File: config.mk
export PLATFORM = sky130hd
export DESIGN_NAME = burst_seq
export DESIGN_NICKNAME = d
export VERILOG_FILES = /design/src/rtl/burst_seq_pkg.sv /design/src/rtl/bseq_cfg_guard.sv /design/src/rtl/bseq_trig.sv /design/src/rtl/bseq_frame.sv /design/src/rtl/burst_seq.sv
export SDC_FILE = /design/constraint.sdc
export NUM_CORES = 1
export LEC_CHECK = 0
export CAP_MARGIN = 30
export CORE_MARGIN = 4
export CORE_UTILIZATION = 55
export CTS_CLUSTER_SIZE = 30
export DETAILED_ROUTE_END_ITERATION = 12
export PLACE_DENSITY = 0.87
export SKIP_LAST_GASP = 1
export SLEW_MARGIN = 20
export SYNTH_ARGS = -nofsm -noshare
export SYNTH_HDL_FRONTEND = slang
export SYNTH_SLANG_ARGS = --single-unit
File: constraint.sdc
create_clock -name clk -period 8.78 [get_ports clk]
set_input_delay 2.195 -clock clk [delete_from_list [all_inputs] [get_ports clk]]
set_output_delay 2.195 -clock clk [all_outputs]
set_load 0.02 [all_outputs]
File: src/rtl/burst_seq_pkg.sv
package burst_seq_pkg;

    typedef enum logic [1:0] {
        MD_PULSE   = 2'd0,
        MD_BURST   = 2'd1,
        MD_PATTERN = 2'd2,
        MD_FOLLOW  = 2'd3
    } mode_e;

    typedef enum logic [1:0] {
        TG_INT   = 2'd0,
        TG_EDGE  = 2'd1,
        TG_LEVEL = 2'd2,
        TG_SOFT  = 2'd3
    } trig_e;

    // launch requests handed from the trigger logic to the frame counter
    typedef struct packed {
        logic from_idle;
        logic at_end;
    } launch_t;

    function automatic logic cfg_ok(input logic [31:0] c, input logic [31:0] p,
                                    input logic [31:0] min_c, input logic [31:0] min_p,
                                    input logic [31:0] max_v);
        return (c >= min_c) && (c <= max_v) && (p >= min_p) && (p <= max_v) && (p >= c);
    endfunction

endpackage

File: src/rtl/bseq_cfg_guard.sv
module bseq_cfg_guard
    import burst_seq_pkg::*;
#(
    parameter int CNT_W   = 21,
    parameter int MIN_CNT = 2,
    parameter int MIN_PER = 8,
    parameter int MAX_LEN = 1048576
) (
    input  logic             clk,
    input  logic             rst,
    input  logic [CNT_W-1:0] cnt_i,
    input  logic [CNT_W-1:0] per_i,
    output logic [CNT_W-1:0] cnt_o,
    output logic [CNT_W-1:0] per_o,
    output logic             err_o
);
    logic good;

    always_comb begin
        good = cfg_ok(32'(cnt_i), 32'(per_i), 32'(MIN_CNT), 32'(MIN_PER), 32'(MAX_LEN));
    end

    always_ff @(posedge clk) begin
        if (rst) begin
            cnt_o <= CNT_W'(MIN_CNT);
            per_o <= CNT_W'(MIN_PER);
            err_o <= 1'b0;
        end else begin
            err_o <= !good;
            if (good) begin
                cnt_o <= cnt_i;
                per_o <= per_i;
            end
        end
    end
endmodule

File: src/rtl/bseq_trig.sv
module bseq_trig
    import burst_seq_pkg::*;
(
    input  logic    clk,
    input  logic    rst,
    input  trig_e   trig,
    input  logic    ext_i,
    input  logic    sw_i,
    output launch_t req_o,
    output logic    ext_q_o
);
    logic ext_q;
    logic rise;

    always_ff @(posedge clk) begin
        if (rst) ext_q <= 1'b0;
        else     ext_q <= ext_i;
    end

    assign rise    = ext_i & ~ext_q;
    assign ext_q_o = ext_q;

    always_comb begin
        req_o = '0;
        unique case (trig)
            TG_INT: begin
                req_o.from_idle = 1'b1;
                req_o.at_end    = 1'b1;
            end
            TG_EDGE: begin
                req_o.from_idle = rise;
                req_o.at_end    = 1'b0;
            end
            TG_LEVEL: begin
                req_o.from_idle = ext_i;
                req_o.at_end    = ext_i;
            end
            TG_SOFT: begin
                req_o.from_idle = sw_i;
                req_o.at_end    = 1'b0;
            end
            default: req_o = '0;
        endcase
    end
endmodule

File: src/rtl/bseq_frame.sv
module bseq_frame
    import burst_seq_pkg::*;
#(
    parameter int CNT_W = 21
) (
    input  logic             clk,
    input  logic             rst,
    input  logic             hold,
    input  launch_t          req,
    input  logic [CNT_W-1:0] len_i,
    input  logic [CNT_W-1:0] hi_i,
    output logic             busy_o,
    output logic             first_o,
    output logic             last_o,
    output logic             in_hi_o
);
    logic             busy;
    logic [CNT_W-1:0] pos;
    logic [CNT_W-1:0] len_r;
    logic [CNT_W-1:0] hi_r;
    logic             last;
    logic             go;

    assign last = busy && (pos == len_r - 1'b1);
    assign go   = (!busy && req.from_idle) || (last && req.at_end);

    always_ff @(posedge clk) begin
        if (rst) begin
            busy  <= 1'b0;
            pos   <= '0;
            len_r <= CNT_W'(1);
            hi_r  <= CNT_W'(1);
        end else if (hold) begin
            busy <= 1'b0;
            pos  <= '0;
        end else if (go) begin
            busy  <= 1'b1;
            pos   <= '0;
            len_r <= len_i;
            hi_r  <= hi_i;
        end else if (last) begin
            busy <= 1'b0;
            pos  <= '0;
        end else if (busy) begin
            pos <= pos + 1'b1;
        end
    end

    assign busy_o  = busy;
    assign first_o = busy && (pos == '0);
    assign last_o  = last;
    assign in_hi_o = busy && (pos < hi_r);
endmodule

File: src/rtl/burst_seq.sv
module burst_seq
    import burst_seq_pkg::*;
#(
    parameter int CNT_W   = 21,
    parameter int MIN_CNT = 2,
    parameter int MIN_PER = 8,
    parameter int MAX_LEN = 1048576
) (
    input  logic             clk,
    input  logic             rst,
    input  logic [1:0]       mode_i,
    input  logic [1:0]       trig_i,
    input  logic [CNT_W-1:0] burst_cnt_i,
    input  logic [CNT_W-1:0] burst_per_i,
    input  logic             ext_i,
    input  logic             sw_trig_i,
    output logic             pulse_en_o,
    output logic             trig_out_o,
    output logic             cfg_err_o
);
    localparam logic [CNT_W-1:0] ONE = CNT_W'(1);

    mode_e            mode;
    trig_e            trig;
    logic [CNT_W-1:0] cnt_s, per_s;
    logic [CNT_W-1:0] len_sel, hi_sel;
    launch_t          req;
    logic             ext_q;
    logic             busy, first, last, in_hi;
    logic             follow;

    assign mode   = mode_e'(mode_i);
    assign trig   = trig_e'(trig_i);
    assign follow = (mode == MD_FOLLOW);

    bseq_cfg_guard #(
        .CNT_W(CNT_W), .MIN_CNT(MIN_CNT), .MIN_PER(MIN_PER), .MAX_LEN(MAX_LEN)
    ) u_cfg (
        .clk(clk), .rst(rst),
        .cnt_i(burst_cnt_i), .per_i(burst_per_i),
        .cnt_o(cnt_s), .per_o(per_s), .err_o(cfg_err_o)
    );

    bseq_trig u_trig (
        .clk(clk), .rst(rst), .trig(trig),
        .ext_i(ext_i), .sw_i(sw_trig_i),
        .req_o(req), .ext_q_o(ext_q)
    );

    always_comb begin
        unique case (mode)
            MD_PULSE: begin
                len_sel = ONE;
                hi_sel  = ONE;
            end
            MD_BURST: begin
                len_sel = per_s;
                hi_sel  = cnt_s;
            end
            MD_PATTERN: begin
                len_sel = per_s;
                hi_sel  = per_s;
            end
            default: begin
                len_sel = ONE;
                hi_sel  = ONE;
            end
        endcase
    end

    bseq_frame #(.CNT_W(CNT_W)) u_frm (
        .clk(clk), .rst(rst), .hold(follow), .req(req),
        .len_i(len_sel), .hi_i(hi_sel),
        .busy_o(busy), .first_o(first), .last_o(last), .in_hi_o(in_hi)
    );

    // follow mode: ext_q is ext_i one clock late, matching frame latency
    assign pulse_en_o = follow ? ext_q : in_hi;
    assign trig_out_o = !follow && first;
endmodule

Word-level counts from Yosys, hierarchy flattened
Index checks and enable logic that the tools add are counted.

Add/sub/neg operators: 2. Magnitude comparators: 6. Equality and inequality tests: 7. Multiplexer cells: 6. Bitwise operators: 3. Reductions and logical operators: 21.

Operator list (number): $le A21 B21 Y1 const B (2); $pmux W21 S2 (1); $add A21 B1 Y21 const B (1); $eq A21 B21 Y1 (1); $ge A21 B2 Y1 const B (1); $ge A21 B21 Y1 (1); $ge A21 B4 Y1 const B (1); $logic_not A21 Y1 (1); $lt A21 B21 Y1 (1); $mux W21 (1); $sub A21 B1 Y21 const B (1); $logic_and A1 B1 Y1 (10); $eq A2 B2 Y1 const B (4); $pmux W2 S4 (1); $eq A2 B1 Y1 const B (2); $reduce_or A2 Y1 (2); $reduce_or A4 Y1 (1); $logic_not A1 Y1 (3); $mux W1 (3); $logic_not A2 Y1 (1); $not A1 Y1 (2); $reduce_and A2 Y1 (1); $reduce_bool A2 Y1 (1); $and A1 B1 Y1 (1); $logic_or A1 B1 Y1 (1).

Register bits after elaboration: 108. Bits of input ports: 50. Output and inout port bits: 3. Word-level logic and storage cells: 53.

Longest topological paths before layout
Gate-level depths: netlist of the first run.

Word-level depth: 6. Gate-level depth with buffers: 12. Mapped depth without buffers: 10.

Hierarchy
A second synthesis of the first run with hierarchy kept.

Cells, all modules: 865. Area total of the unflattened synthesis: 7254.5 sq um.

Modules (own cells, without submodules): bseq_frame (instances 1, cells each 507, area each 4160.2 sq um, seq. area each 1281.2 sq um); bseq_cfg_guard (instances 1, cells each 274, area each 2565.0 sq um, seq. area each 860.8 sq um); burst_seq (instances 1, cells each 77, area each 475.5 sq um, seq. area each 0.0 sq um); bseq_trig (instances 1, cells each 7, area each 53.8 sq um, seq. area each 20.0 sq um).

Worst setup path after synthesis of the first run
No wires, ideal clock.

Kind: input to output. From: in mode_i[0]. To: out trig_out_o. Data arrival time: 3462 ps. Setup slack: 3123 ps. Stages on the path: 5. Path buffers: 1. Cells stage by stage: ha_1 -> clkbuf_1 -> nor4_1 -> nand4_1 -> nor4_1.

Cells in the longest elaborated chain, start to end: 3.

Ends and longest elaborated chain: start, declared (RTL line burst_seq.sv:11) `input logic [1:0] mode_i,`; $eq A2 B2 Y1 (RTL line burst_seq.sv:34) `assign follow = (mode == MD_FOLLOW);`; $logic_not A1 Y1 (RTL line burst_seq.sv:79) `assign trig_out_o = !follow && first;`; $logic_and A1 B1 Y1 (RTL line burst_seq.sv:79); end, declared (RTL line burst_seq.sv:18) `output logic trig_out_o,`.

Every way passes these cells.

Final worst setup path of the first run
From: in mode_i[0]. To: out pulse_en_o.

Cells in the longest elaborated chain, start to end: 2.

Ends and longest elaborated chain: $eq A2 B2 Y1 (RTL line burst_seq.sv:34); $mux W1 (RTL line burst_seq.sv:78) `assign pulse_en_o = follow ? ext_q : in_hi;`; end, declared (RTL line burst_seq.sv:17) `output logic pulse_en_o,`.

Every way passes these cells.

==> impl_metrics.tcl, run 1 <==
set metrics [dict create \
    outcome "completed" \
    crit_type "in -> out" \
    via_per_inst 5.849 \
    routed-via-count 5469 \
    grt_pass1_vias 5227 \
    port_buffers 52 \
    ctsLongestPathBuffers 2 \
    htreeDepth 3 \
    core.rowCount 39 \
    gp_congestion 0.9346 \
    placed_cells 919 \
    ys_seq_area_frac 0.3263 \
    filler_cell_count 924 \
    hold_viol 0 \
    post-route-period-util 0.7530 \
    fin_crit_ns 6.612 \
    synth_ff_type "dfxtp_1" \
    die_width_um 117.8 \
    final-seq-area_um2 2162 \
    ir_worst_vdd_uv 96.14 \
    clkTransAtPathRegs_ns 0.08 \
    syn_area_um2 6626 \
    avgSynthCellArea_um2 8.673 \
    syn_nets 861 \
    place.detailed.hpwl_mm 11.02 \
    finalNetCount 884 \
    synthAdderAreaFrac 0.08875 \
    maxSlewViolCount 0 \
    cts_tree "built" \
    yosysWarnings 0 \
    critPathRequiredTime_ns 6.59 \
    worstSetupEndpointType "output port" \
    cts_resized 0 \
    synth_cells 764 \
    maxSlewHeadroom 0.5313 \
    antenna_found_initial 0 \
    cts-root-buf "clkbuf_16" \
    hold_buffers 0 \
    grt_max_degree 67 \
    stdcell_count 935 \
    synth_top_family_by_area "simple AND/OR/NAND/NOR gates" \
    die_h_um 117.8 \
    synth_cell_type_count 56 \
    avgRoutedWirePerCell_um 16.03 \
    max_slew.worst_pin.slew_ns 0.6973 \
    synth_top_area_share 0.3263 \
    drc 0 \
    clk_latency_ns 0.36 \
    firstDrtPassIters 5 \
    fin_setup_tns_ns 0 \
    grt_usage 0.2171 \
    fmax_mhz 151.2 \
    cp_data_arrival_time_ns 4.42 \
    synthMuxAreaShare 0.1399 \
    core_um2 11610 \
    overflow 0 \
    cts.sinks 108 \
    drt_iter0_markers 197 \
    cts_buffers 9 \
    area_growth_pct 12.93 \
    power_leakage_uw 0.002952 \
    ant_nets 0 \
    diodes 0 \
    postCtsSetupBuffers 0 \
    synth-compound-area-share 0.09875 \
    yosys.area.top_type "dfxtp_1" \
    multi_input_area_um2 4059 \
    min_path_type "reg -> reg" \
    crit_fanout 7 \
    synth_xor_area_frac 0.06212 \
    synthTopCellsByArea "dfxtp_1 33%, mux2i_1 10%, ha_1 8.9%" \
    synth-simple-area-share 0.2228 \
    setup_viol 0 \
    async_flop_share 0 \
    p_per_area_nw_per_um2 147.6 \
    rsz0062_at_grt "false" \
    die_area_um2 13870 \
    maxCapViolCount 0 \
    initial_utilization 0.5706 \
    cp-start-kind "input pin" \
    drive_above_1_share 0.07828 \
    fin_skew_ns 0.01299 \
    synth-edff-count 0 \
    io_pins 53 \
    drt-total-wl_mm 14.98 \
    ys_seq_elements 108 \
    grt_pass1_wl_mm 25.16 \
]
==> worst max-delay path, stage by stage <==
cell and delay [ns]:
clkdlybuf4s50_1 0.52, ha_1 0.48, nor2b_1 0.10, nand4_1 0.14, a2bb2oi_1 0.20, o31a_1 0.17
clkdlybuf4s50_1 0.60
==> cell usage in the layout (no fill, tap or decap), types with 3 or more instances in the layout <==
master             n
a211o_1            3
a211oi_1           5
a21o_1            15
a21oi_1           13
a22oi_1           20
and4_1             3
buf_4              6
clkbuf_16          9
clkdlybuf4s50_1   51
dfxtp_1          108
ha_1              47
inv_1             53
inv_8              4
mux2_1            10
mux2_2             3
mux2_4             8
mux2i_1           66
nand2_1           21
nand2b_1          24
nand3_1           12
nand4_1           18
nor2_1           130
nor2b_1            8
nor3_1            14
nor4_1            17
o211ai_1           4
o21ai_0           11
or3_1              3
or3b_2            21
or4_1              4
xnor2_1           25
xor2_1            22
==> kinds of logic after synthesis <==
kind of cell,count (synthesis)
buf+inv,99
fa+ha+maj,47
compound gates,90
mux,87
xor+xnor,47
flops,108
simple gates,286
==> power by group <==
part	leakage, uW	internal, uW	switching [uW]
combinational	0.00192	82.6	91.7
sequential	0.000874	501	11.5
clock	0.000154	212	206
==> final timing paths <==
kind,startpoint,endpoint,slack (ns),depth (start not counted)
max,mode_i[0],pulse_en_o,2.17,7
min,u_cfg.cnt_o[13]$_SDFFE_PP0P_,u_cfg.cnt_o[13]$_SDFFE_PP0P_,0.51,2
max reg2reg,u_frm.len_r[2]$_SDFFE_PP0P_,u_frm.hi_r[11]$_SDFFE_PP0P_,5.15,8
min reg2reg,u_cfg.cnt_o[13]$_SDFFE_PP0P_,u_cfg.cnt_o[13]$_SDFFE_PP0P_,0.51,2
==> sequential cells by signal, summed over array words and instances (netlist names) <==
register        count
u_cfg.cnt_o        21
u_cfg.per_o        21
u_frm.hi_r         21
u_frm.len_r        21
u_frm.pos          21
u_cfg.err_o         1
u_frm.busy_o        1
u_trig.ext_q_o      1
==> cell type report <==
cell class,instances,area share
Inverter,53,0.02658
Sequential cell,108,0.2889
Multi-Input combinational cell,557,0.5424
Timing Repair Buffer,58,0.07691
Clock inverter,6,0.009363
Tap cell,143,0.02391
Clock buffer,10,0.03193
==> cell usage after synthesis (4+ instances only) <==
cell type / n
a211oi_1: 5
a21o_1: 15
a21oi_1: 13
a22oi_1: 20
buf_1: 5
buf_6: 4
clkbuf_1: 35
dfxtp_1: 108
ha_1: 47
inv_1: 53
mux2_1: 10
mux2_4: 8
mux2i_1: 66
nand2_1: 21
nand2b_1: 24
nand3_1: 12
nand4_1: 18
nor2_1: 130
nor2b_1: 8
nor3_1: 14
nor4_1: 17
o211ai_1: 4
o21ai_0: 11
or3b_2: 21
or4_1: 4
xnor2_1: 25
xor2_1: 22
==> metrics by stage <==
step           area [um2]  total power (uW)  utilization  setup slack (ns)  hold WS [ns]
6_report             7483              1105       0.6444             2.168        0.5117
4_1_cts              7483              1110       0.6444             2.189        0.5106
5_1_grt              7483              1143       0.6444             2.062        0.5254
3_3_place_gp         7154             690.4       0.6160             2.266        0.4766
3_5_place_dp         7174             695.3       0.6178             2.227        0.4903
2_1_floorplan        6626             640.4            -             3.123        0.4607
==> layer usage <==
layer,up-vias,share of wire,GRT usage
met3,21,0.055,0.03508
met5,-,0,0
met2,158,0.46,0.3514
met4,0,0.018,0.07985
li1,2708,-,-
met1,2582,0.47,0.2922
(Power assumes the default switching activity.)
==> run 2, diff against run 1 <==
clock period = 6.95 ns   (was 8.78 ns; I/O delays follow)
==> run 2 against run 1 <==
Core utilization increased by 0.28 points. Worst setup slack got worse by 0.81 ns. Cell count unchanged. Via count decreased by 0.33%. Register-to-register slack got worse by 2.2 ns.
==> impl_metrics.tcl, run 2 (same netlist as run 1, synthesis figures left out) <==
set metrics [dict create \
    ant_nets 0 \
    maxSlewHeadroom 0.4873 \
    fin_crit_ns 5.596 \
    hold_viol 0 \
    min_from "u_cfg.cnt_o[2]$_SDFFE_PP0P_" \
    area_growth_pct 13.43 \
    dpl_worst_slack_ns 1.364 \
    outcome "completed" \
    hold_buffers 0 \
    stdcell_count 935 \
    avgRoutedWirePerCell_um 16.06 \
    critPathRequiredTime_ns 5.21 \
    power_leakage_uw 0.002962 \
    hold_end "u_cfg.cnt_o[2]$_SDFFE_PP0P_" \
    grt_usage 0.2178 \
    layout_commonest_cell "nor2_1" \
    cp-start-kind "input pin" \
    rsz0062_at_grt "false" \
    top_usage_layer "met2" \
    setup_slack_ns 1.354 \
    rr_worst_depth 8 \
    firstDrtPassIters 5 \
    cts-root-buf "clkbuf_16" \
    dpl_cell_area_um2 7182 \
    worstSetupEndpointType "output port" \
    p_per_area_nw_per_um2 190.9 \
    ctsLongestPathBuffers 2 \
    r2r_end "u_frm.hi_r[11]$_SDFFE_PP0P_" \
    maxSlewViolCount 0 \
    routed-via-count 5451 \
    hold_ws_ns 0.5068 \
    postCtsSetupBuffers 0 \
    grt_max_degree 76 \
    crit_chain "clkdlybuf4s50_1 -> ha_1 -> nor2b_1 -> nand4_1 -> a2bb2oi_1 -> o31a_1 -> clkdlybuf4s50_1" \
    die_h_um 117.8 \
    io_pins 53 \
    via_per_inst 5.830 \
    drt_iter0_markers 355 \
    initial_utilization 0.5706 \
    drt-total-wl_mm 15.02 \
    cp_common_cell "clkdlybuf4s50_1" \
    crit_type "in -> out" \
    finalNetCount 884 \
    core.rowCount 39 \
    slowest_delay_ns 0.60 \
    fin_setup_tns_ns 0 \
    cts_resized 0 \
    cts_tree "built" \
    max_slew.worst_pin.slew_ns 0.7673 \
    placed_cells 919 \
    rrSetupSlack_ns 2.98 \
    critPathLaunch "mode_i[1]" \
    met3_usage 0.05094 \
    ir_worst_vdd_uv 121.9 \
    htreeDepth 3 \
    cts.sinks 108 \
    min_path_type "reg -> reg" \
    slowest_stage "clkdlybuf4s50_1" \
    fmax_mhz 178.7 \
    port_buffers 52 \
    hold_depth 2 \
    clk_latency_ns 0.36 \
    core_um2 11610 \
    drive_above_1_share 0.07828 \
    grt_pass1_vias 5382 \
    die_width_um 117.8 \
    antenna_found_initial 0 \
    crit_fanout 7 \
    cts_buffers 9 \
    gp_congestion 0.9233 \
    diodes 0 \
    drc 0 \
    fin_skew_ns 0.007199 \
    place.detailed.hpwl_mm 11.18 \
    clkTransAtPathRegs_ns 0.07 \
    timing.rr.start "u_frm.len_r[2]$_SDFFE_PP0P_" \
    met2_usage 0.3572 \
    grt.met1_usage 0.2859 \
    die_area_um2 13870 \
    post-route-period-util 0.8051 \
    grt_pass1_wl_mm 25.26 \
    setup_viol 0 \
    maxCapViolCount 0 \
    cp_data_arrival_time_ns 3.86 \
    design_area_um2 7516 \
    final_cell_mix "130 x nor2_1, 108 x dfxtp_1, 66 x mux2i_1" \
    overflow 0 \
]
run 2: cell count changes in the layout (fill, tap and decap cells not counted), sizes merged:
cell / change
bufinv: +2
inv: -3
clkbuf: -1
clkinv: +1
clkinvlp: +1
run 2: through the flow:
stage,utilization,total power (uW)
2_1_floorplan,-,809.1
3_3_place_gp,0.6160,871.8
3_5_place_dp,0.6184,879.3
4_1_cts,0.6472,1442
5_1_grt,0.6472,1493
6_report,0.6472,1435
run 2: how the worst max path moves through the flow:
| stage | to | cells past startpoint |
|---|---|---|
| floorplan | trig_out_o | 5 |
| global placement | trig_out_o | 6 |
| detailed placement | pulse_en_o | 7 |
| CTS | pulse_en_o | 7 |
| global route | pulse_en_o | 7 |
| finish | pulse_en_o | 7 |
run 2: area by class of cell:
class / instances / area [um2]
fill: 924 / 4098
multi-input combinational: 557 / 4059
sequential: 108 / 2162
timing repair buffer: 58 / 583.1
clock buffer: 9 / 225.2
inverter: 53 / 198.9
tap: 143 / 178.9
clock inverter: 7 / 108.9
run 2: power breakdown:
group / switching [uW] / internal, uW
combinational: 115 / 105
clock: 245 / 322
sequential: 15.1 / 633
total: 375 / 1060
run 2: critical path: cells and delay by family:
| kind | cells | cell delay, ns |
|---|---|---|
| simple gates | 2 | 0.22 |
| compound gates | 2 | 0.33 |
| fa+ha+maj | 1 | 0.47 |
| buf+inv | 2 | 1.11 |
run 2: routing by layer:
| layer | up-vias | part of all wire |
|---|---|---|
| li1 | 2696 | - |
| met3 | 28 | 0.054 |
| met5 | - | 0 |
| met1 | 2554 | 0.47 |
| met4 | 0 | 0.019 |
| met2 | 173 | 0.46 |
==> run 3, diff against run 2 <==
clock period = 5.2 ns   (was 6.95 ns; I/O delays follow)
==> run 3 against run 2 <==
Core utilization is 0.47 points lower. Via count shrank 0.51%. Combinational power increased by 33%. Count of clock-buffer cells in the layout grew 1. Flip-flop and latch count unchanged. First-iteration DRC count is 19% lower. Sequential power grew 33%. Clock power grew 20%. Worst setup slack got worse by 0.89 ns. Die area did not move. Global-route usage fell by 0.18 points. Cell count fell by 0.11%. Critical path type unchanged. Critical endpoint is now trig_out_o. Largest cell class unchanged.
==> impl_metrics.tcl, run 3 (same netlist as run 1, synthesis figures left out) <==
set metrics [dict create \
    ant_nets 0 \
    area_growth_pct 12.59 \
    die_h_um 117.8 \
    grt_usage 0.2160 \
    initial_utilization 0.5706 \
    cts-root-buf "clkbuf_16" \
    rrSetupSlack_ns 1.53 \
    p_per_area_nw_per_um2 245.9 \
    cts.sinks 108 \
    fin_crit_ns 4.731 \
    overflow 0 \
    pwr-share-clk 0.369 \
    postCtsSetupBuffers 0 \
    min_from "u_frm.len_r[20]$_SDFFE_PP0P_" \
    via_per_inst 5.806 \
    io_pins 53 \
    routed-via-count 5423 \
    hold_depth 2 \
    fmax_mhz 211.4 \
    final_cell_mix "130 x nor2_1, 108 x dfxtp_1, 66 x mux2i_1" \
    rsz0062_at_grt "false" \
    clk_latency_ns 0.35 \
    die_area_um2 13870 \
    post-route-period-util 0.9099 \
    crit_type "in -> out" \
    clkTransAtPathRegs_ns 0.08 \
    drive_above_1_share 0.07712 \
    multi_input_area_um2 4059 \
    setup_viol 0 \
    power.share.sequential 0.472 \
    power.switching_uw 502.2 \
    crit_fanout 7 \
    drc 0 \
    drt_iter0_markers 287 \
    hold_viol 0 \
    grt_max_degree 94 \
    worstSetupEndpointType "output port" \
    maxSlewHeadroom 0.4307 \
    final-seq-area_um2 2162 \
    layout_commonest_cell "nor2_1" \
    cp_data_arrival_time_ns 3.43 \
    cts_buffers 9 \
    port_buffers 52 \
    max_slew.worst_pin.slew_ns 0.8540 \
    timing.rr.start "u_frm.len_r[2]$_SDFFE_PP0P_" \
    drt-total-wl_mm 14.95 \
    cp-start-kind "input pin" \
    hold_end "u_frm.len_r[20]$_SDFFE_PP0P_" \
    antenna_found_initial 0 \
    ir_worst_vdd_uv 182.3 \
    cts_resized 0 \
    place.detailed.hpwl_mm 11.07 \
    maxCapViolCount 0 \
    diodes 0 \
    outcome "completed" \
    finalNetCount 883 \
    core.rowCount 39 \
    rr_worst_depth 8 \
    avgRoutedWirePerCell_um 16.00 \
    critPathRequiredTime_ns 3.90 \
    r2r_end "u_frm.hi_r[11]$_SDFFE_PP0P_" \
    gp_congestion 0.9272 \
    filler_cell_count 948 \
    grt_pass1_wl_mm 25.02 \
    internal_power_uw 1333 \
    min_path_type "reg -> reg" \
    hold_ws_ns 0.5021 \
    swShare 0.2737 \
    maxSlewViolCount 0 \
    cts_tree "built" \
    firstDrtPassIters 5 \
    combPwrFrac 0.159 \
    hold_buffers 0 \
    die_width_um 117.8 \
    fin_skew_ns 0.008034 \
    fin_setup_tns_ns 0 \
    power_leakage_uw 0.002931 \
    grt_pass1_vias 5040 \
    htreeDepth 3 \
    core_um2 11610 \
    ctsLongestPathBuffers 2 \
]
## run 3: layer usage
metal | track usage | share of wire | vias up
li1 | - | - | 2701
met1 | 0.3020 | 0.47 | 2549
met2 | 0.3467 | 0.46 | 150
met3 | 0.02835 | 0.053 | 23
met4 | 0.06813 | 0.018 | 0
met5 | 0 | 0 | -
## run 3: stage by stage
step | area [um2] | power, uW | cells | util | worst slack (ns)
finish | 7461 | 1835 | 934 | 0.6424 | 0.4687
global placement | 7167 | 1167 | 918 | 0.6171 | 0.4783
floorplan | 6626 | 1081 | 764 | - | 1.333
detailed placement | 7167 | 1173 | 918 | 0.6171 | 0.4859
global route | 7461 | 1911 | 934 | 0.6424 | 0.4005
CTS | 7461 | 1844 | 934 | 0.6424 | 0.4950
## run 3: area by class of cell
| class | instances | share of cell area |
|---|---|---|
| inverters | 53 | 0.02666 |
| clock buffers | 10 | 0.03203 |
| multi-input cells | 557 | 0.5440 |
| repair buffers | 57 | 0.07614 |
| well taps | 143 | 0.02398 |
| clock inverters | 6 | 0.007379 |
| flip-flops and latches | 108 | 0.2898 |
## run 3: worst max-delay path by stage
| stage | startpoint | end | cells past startpoint |
|---|---|---|---|
| finish | mode_i[0] | trig_out_o | 6 |
| global route | mode_i[0] | pulse_en_o | 7 |
| CTS | mode_i[0] | trig_out_o | 6 |
| detailed placement | mode_i[0] | pulse_en_o | 7 |
| global placement | mode_i[0] | trig_out_o | 6 |
| floorplan | mode_i[0] | trig_out_o | 5 |
## run 3: power by group through the flow
stage                     Clock [uW]  Sequential (uW)  Combinational [uW]
final                            678              865                 292
after floorplan                    0              876                 205
after global routing             724              868                 319
after CTS                        689              865                 291
after detailed placement           0              884                 289
after global placement             0              884                 283
## run 3: worst max-delay path, cell delays in order
cell and delay, ns:
clkdlybuf4s50_1 0.45, ha_1 0.38, nor4_1 0.22, nand4_1 0.17, nor4_1 0.24, clkdlybuf4s50_1 0.66
